<file path="config.mk">
export PLATFORM = sky130hd
export DESIGN_NAME = legacy_irq_router
export DESIGN_NICKNAME = d
export VERILOG_FILES = /design/src/rtl/lirq_pkg.sv /design/src/rtl/lirq_mode_ctrl.sv /design/src/rtl/lirq_chan_decode.sv /design/src/rtl/lirq_line_out.sv /design/src/rtl/legacy_irq_router.sv
export SDC_FILE = /design/constraint.sdc
export NUM_CORES = 1
export LEC_CHECK = 0
export ABC_CLOCK_PERIOD_IN_PS = 4180
export BUFFER_PORTS_ARGS = -buffer_cell sky130_fd_sc_hd__buf_2
export CAP_MARGIN = 20
export CORE_MARGIN = 2
export CORE_UTILIZATION = 40
export DETAILED_ROUTE_END_ITERATION = 10
export GPL_ROUTABILITY_DRIVEN = 1
export GPL_TIMING_DRIVEN = 0
export PLACE_DENSITY_LB_ADDON = 0.08
export SLEW_MARGIN = 20
export SYNTH_ARGS = -nofsm -noshare
export SYNTH_HDL_FRONTEND = slang
export SYNTH_SLANG_ARGS = --single-unit
</file>
<file path="constraint.sdc">
create_clock -name clk -period 4.18 [get_ports clk]
set_input_delay 0.836 -clock clk [delete_from_list [all_inputs] [get_ports clk]]
set_output_delay 0.836 -clock clk [all_outputs]
set_load 0.05 [all_outputs]
</file>
<file path="src/rtl/lirq_pkg.sv">
package lirq_pkg;
  localparam int unsigned ROUTE_W_DEF   = 5;
  localparam int unsigned NUM_CH_DEF    = 4;
  localparam int unsigned NUM_LINES_DEF = 24;
  localparam int unsigned PIT_LINE_DEF  = 0;
  localparam int unsigned RTC_LINE_DEF  = 8;

  // Mode information handed from the mode controller to the line stage
  typedef struct packed {
    logic mode_nxt;  // mode value after this cycle's write
    logic enter;     // off -> on edge in this cycle
    logic leave;     // on -> off edge in this cycle
    logic rtc_lvl;   // RTC level sampled at the previous edge
  } mode_evt_t;
endpackage

</file>
<file path="src/rtl/lirq_mode_ctrl.sv">
module lirq_mode_ctrl
  import lirq_pkg::*;
(
  input  logic      clk,
  input  logic      rst,
  input  logic      cfg_we,
  input  logic      cfg_legacy,
  input  logic      rtc_irq_i,
  output mode_evt_t evt_o,
  output logic      mode_q_o,
  output logic      rtc_lvl_o,
  output logic      pit_en_o
);
  logic mode_q;
  logic rtc_q;
  logic pit_q;

  always_comb begin
    evt_o.enter    = cfg_we &  cfg_legacy & ~mode_q;
    evt_o.leave    = cfg_we & ~cfg_legacy &  mode_q;
    evt_o.mode_nxt = cfg_we ? cfg_legacy : mode_q;
    evt_o.rtc_lvl  = rtc_q;
  end

  always_ff @(posedge clk) begin
    if (rst) begin
      mode_q <= 1'b0;
      rtc_q  <= 1'b0;
      pit_q  <= 1'b1;
    end else begin
      mode_q <= evt_o.mode_nxt;
      rtc_q  <= rtc_irq_i;  // tracked whether masked or not
      if (evt_o.enter)      pit_q <= 1'b0;
      else if (evt_o.leave) pit_q <= 1'b1;
    end
  end

  assign mode_q_o  = mode_q;
  assign rtc_lvl_o = rtc_q;
  assign pit_en_o  = pit_q;
endmodule

</file>
<file path="src/rtl/lirq_chan_decode.sv">
module lirq_chan_decode #(
  parameter int unsigned NUM_LINES = 24,
  parameter int unsigned ROUTE_W   = 5,
  parameter int unsigned CH_IDX    = 0,
  parameter int unsigned PIT_LINE  = 0,
  parameter int unsigned RTC_LINE  = 8
) (
  input  logic                 req,
  input  logic [ROUTE_W-1:0]   route,
  input  logic                 legacy,
  output logic [NUM_LINES-1:0] hit
);
  logic [ROUTE_W-1:0] eff;

  // Only the first two channels have a legacy takeover line
  if (CH_IDX == 0) begin : g_pit_take
    assign eff = legacy ? ROUTE_W'(PIT_LINE) : route;
  end else if (CH_IDX == 1) begin : g_rtc_take
    assign eff = legacy ? ROUTE_W'(RTC_LINE) : route;
  end else begin : g_plain
    logic unused_legacy;
    assign unused_legacy = legacy;
    assign eff = route;
  end

  // Routes at or beyond NUM_LINES match no line and are dropped
  always_comb begin
    for (int l = 0; l < NUM_LINES; l++) begin
      hit[l] = req && (int'(eff) == l);
    end
  end
endmodule

</file>
<file path="src/rtl/lirq_line_out.sv">
module lirq_line_out
  import lirq_pkg::*;
#(
  parameter int unsigned NUM_CH    = 4,
  parameter int unsigned NUM_LINES = 24,
  parameter int unsigned PIT_LINE  = 0,
  parameter int unsigned RTC_LINE  = 8
) (
  input  logic                        clk,
  input  logic                        rst,
  input  logic [NUM_CH*NUM_LINES-1:0] hits,
  input  mode_evt_t                   evt,
  input  logic                        pit_irq_i,
  input  logic                        rtc_irq_i,
  output logic [NUM_LINES-1:0]        irq_o
);
  logic [NUM_LINES-1:0] merged;

  always_comb begin
    merged = '0;
    for (int c = 0; c < NUM_CH; c++) begin
      merged = merged | hits[c*NUM_LINES +: NUM_LINES];
    end
    if (!evt.mode_nxt) begin
      merged[PIT_LINE] = merged[PIT_LINE] | pit_irq_i;
      merged[RTC_LINE] = merged[RTC_LINE] | rtc_irq_i;
    end
    if (evt.enter) begin
      merged[PIT_LINE] = 1'b0;
      merged[RTC_LINE] = 1'b0;
    end
    if (evt.leave) begin
      merged[PIT_LINE] = 1'b0;
      merged[RTC_LINE] = evt.rtc_lvl;
    end
  end

  always_ff @(posedge clk) begin
    if (rst) irq_o <= '0;
    else     irq_o <= merged;
  end
endmodule

</file>
<file path="src/rtl/legacy_irq_router.sv">
module legacy_irq_router
  import lirq_pkg::*;
#(
  parameter int unsigned NUM_CH    = NUM_CH_DEF,
  parameter int unsigned NUM_LINES = NUM_LINES_DEF,
  parameter int unsigned ROUTE_W   = ROUTE_W_DEF,
  parameter int unsigned PIT_LINE  = PIT_LINE_DEF,
  parameter int unsigned RTC_LINE  = RTC_LINE_DEF
) (
  input  logic                      clk,
  input  logic                      rst,
  input  logic                      cfg_we,
  input  logic                      cfg_legacy,
  input  logic [NUM_CH-1:0]         ch_req,
  input  logic [NUM_CH*ROUTE_W-1:0] ch_route,
  input  logic                      pit_irq_i,
  input  logic                      rtc_irq_i,
  output logic [NUM_LINES-1:0]      irq_o,
  output logic                      pit_en_o
);
  localparam int unsigned HIT_W = NUM_CH * NUM_LINES;

  mode_evt_t        evt;
  logic             mode_q;
  logic             rtc_lvl;
  logic [HIT_W-1:0] hits;

  lirq_mode_ctrl u_mode (
    .clk        (clk),
    .rst        (rst),
    .cfg_we     (cfg_we),
    .cfg_legacy (cfg_legacy),
    .rtc_irq_i  (rtc_irq_i),
    .evt_o      (evt),
    .mode_q_o   (mode_q),
    .rtc_lvl_o  (rtc_lvl),
    .pit_en_o   (pit_en_o)
  );

  for (genvar c = 0; c < NUM_CH; c++) begin : g_ch
    lirq_chan_decode #(
      .NUM_LINES (NUM_LINES),
      .ROUTE_W   (ROUTE_W),
      .CH_IDX    (c),
      .PIT_LINE  (PIT_LINE),
      .RTC_LINE  (RTC_LINE)
    ) u_dec (
      .req    (ch_req[c]),
      .route  (ch_route[c*ROUTE_W +: ROUTE_W]),
      .legacy (evt.mode_nxt),
      .hit    (hits[c*NUM_LINES +: NUM_LINES])
    );
  end

  lirq_line_out #(
    .NUM_CH    (NUM_CH),
    .NUM_LINES (NUM_LINES),
    .PIT_LINE  (PIT_LINE),
    .RTC_LINE  (RTC_LINE)
  ) u_lines (
    .clk       (clk),
    .rst       (rst),
    .hits      (hits),
    .evt       (evt),
    .pit_irq_i (pit_irq_i),
    .rtc_irq_i (rtc_irq_i),
    .irq_o     (irq_o)
  );
endmodule

</file>
==> impl_metrics.toml <==
[die]
ioPinCount = 55
die_y_um = 69.7
die_area_um2 = 4850
core_um2 = 4090
die_w_um = 69.7
start_util = 0.422
num_rows = 23

[timing]
min_period_over_period = 0.525
fmaxAchievable_ghz = 0.456
final_max_slew_viol_count = 0
setup_viol = 0
slew_headroom = 0.373
period_needed_ns = 2.20
final_hold_viol_count = 0
tns_ns = 0
tightest_slew_ns = 0.928
clock-skew-final_ns = 0.00519
rsz0062_at_grt = "false"
holdWs_ns = 0.618

[critical_path]
reg2reg_slack_ns = 2.31
crit_required_ns = 4.38
worst_r2r_path_depth = 5
path_class = "input pin to flop"
startpoint_type = "input pin"
timing.rr.end = "u_lines.irq_o[16]"
endpoint_kind = "flop"
arrival_ns = 2.39
worstReg2RegStart = "u_mode.mode_q_o"
cp_max_fo = 7

[outcome]
status = "complete, no violations"

[min_path]
hold_end = "u_mode.pit_en_o"
hold_path.startpoint = "u_mode.pit_en_o"
hp-class = "flop to flop"
hold_path_depth = 3

[cts]
cts_resized = 0
cts_tree = "done"
clkTransAtPathRegs_ns = 0.10
cts.sinks = 27
clk_latency_ns = 0.28
cts-hold-fix-buffers = 0
root_buffer = "clkbuf_8"
numCtsBuffers = 3
ctsLongestPathBuffers = 2
htreeDepth = 1
post_cts_buffers = 0

[global_routing]
overflow = 0
grt_pass1_vias = 1779
antenna_found_initial = 0
grt_max_degree = 17
grt_pass1_wl_um = 8900
grtUsageTotal = 0.228

[power]
peakVddDrop_mv = 0.140
leakage_nw = 0.811
cellPowerDensity_nw_per_um2 = 274

[yosys]
syn_nets = 242
synthArstFlopShare = 0
synth_edf_count = 0
ys_warn_count = 0
seq_area_frac_synth = 0.313
synth-seq-cells = 27
synth_flop_cell = "dfxtp_1"
syn-cell-area_um2 = 1730
synth_area_per_cell_um2 = 8.14
netlist_instances = 212
synth_cell_types = 45

[detailed_routing]
wl_per_cell_um = 17.6
drtAntennaViolNets = 0
drt_iter0_drc = 247
finalWirelength_um = 5560
via_count = 1937
vias_per_cell = 6.13
remaining_drc_errors = 0
first_pass_iters = 6

[finish]
layout.cells.most_common = "buf_2"
diodes = 0
drive_above_1_share = 0.263
syn_to_final_growth_pct = 21.0
layout_common_cells = "buf_2, nand2_1, dfxtp_1"
nets = 297

[placement]
hpwlAfterDp_um = 4250
portBuffers = 50
gp_congestion = 0.932

[flow_run]
drv_cap = 0
[cells by family after synthesis]
| group | after synthesis | synth area share |
|---|---|---|
| and+or+nand+nor | 107 | 0.373 |
| buffers and inverters | 13 | 0.0392 |
| xor gates and xnor gates | 1 | 0.00508 |
| AOI/OAI and AO/OA | 61 | 0.246 |
| muxes | 3 | 0.0232 |
| DFF | 27 | 0.313 |
[worst max path at each step]
stage / start / endpoint / slack (ns) / depth (start not counted)
5_1_grt: cfg_we / u_lines.irq_o[16] / 1.87 / 5
6_report: cfg_we / u_lines.irq_o[16] / 1.98 / 5
2_1_floorplan: cfg_legacy / u_lines.irq_o[11] / 2.06 / 5
4_1_cts: cfg_we / u_lines.irq_o[16] / 2.00 / 5
3_5_place_dp: cfg_we / u_lines.irq_o[16] / 1.71 / 5
3_3_place_gp: cfg_we / u_lines.irq_o[16] / 1.76 / 5
[cells in the mapped netlist (4+ instances only)]
cell,n,share of area
nor2b_1,10,0.036
a31oi_1,12,0.044
dfxtp_1,27,0.31
nor3b_1,6,0.026
nand2_1,32,0.070
nand3_1,7,0.020
a21oi_1,16,0.046
nor2_1,13,0.028
nor3b_2,4,0.029
o21ai_0,4,0.012
a221oi_1,5,0.025
a22oi_1,8,0.035
a222oi_1,5,0.029
clkbuf_1,5,0.011
nand4_1,4,0.015
nor3_1,7,0.020
[flip-flops by register name (all words and copies together) (netlist names)]
signal and cells:
u_mode.rtc_lvl_o 1, u_mode.pit_en_o 1, u_lines.irq_o 24, u_mode.mode_q_o 1
[report_power, final]
group | total, W | internal [W] | leakage [nW] | switching (W)
Combinational | 0.000147 | 0.0000463 | 0.569 | 0.000101
Clock | 0.000158 | 0.0000678 | 0.0217 | 0.0000903
Sequential | 0.000267 | 0.000265 | 0.219 | 0.00000240
[critical path, cell delays in order]
cell and delay, ns:
buf_2 0.17, mux2_4 0.38, nor4_1 0.66, nand2_1 0.13
a31oi_1 0.22
[final cells by class]
| cell class | instances | area (um^2) |
|---|---|---|
| clock inverter | 1 | 7.51 |
| tap | 50 | 62.6 |
| timing repair buffer | 50 | 250 |
| fill | 415 | 2000 |
| sequential | 27 | 541 |
| clock buffer | 3 | 41.3 |
| inverter | 3 | 11.3 |
| buffer | 10 | 56.3 |
| multi-input combinational | 172 | 1120 |
[metal layers]
metal  vias to the layer above  routed length [um]  GRT usage
li1                        923                   -          -
met5                         -                   0          0
met1                       885                2460      0.325
met3                        10                 593     0.0349
met2                       119                2420      0.362
met4                         0                  85     0.0534
[through the flow]
step	utilization	area [um^2]	total power (W)	std cells	setup slack [ns]
2_1_floorplan	-	1730	0.000367	212	2.06
6_report	0.511	2090	0.000573	316	1.98
4_1_cts	0.511	2090	0.000571	316	2.00
3_3_place_gp	0.499	2040	0.000417	312	1.76
5_1_grt	0.511	2090	0.000593	316	1.87
3_5_place_dp	0.499	2040	0.000417	312	1.71
Note: power is estimated with default switching activity, not from simulation.
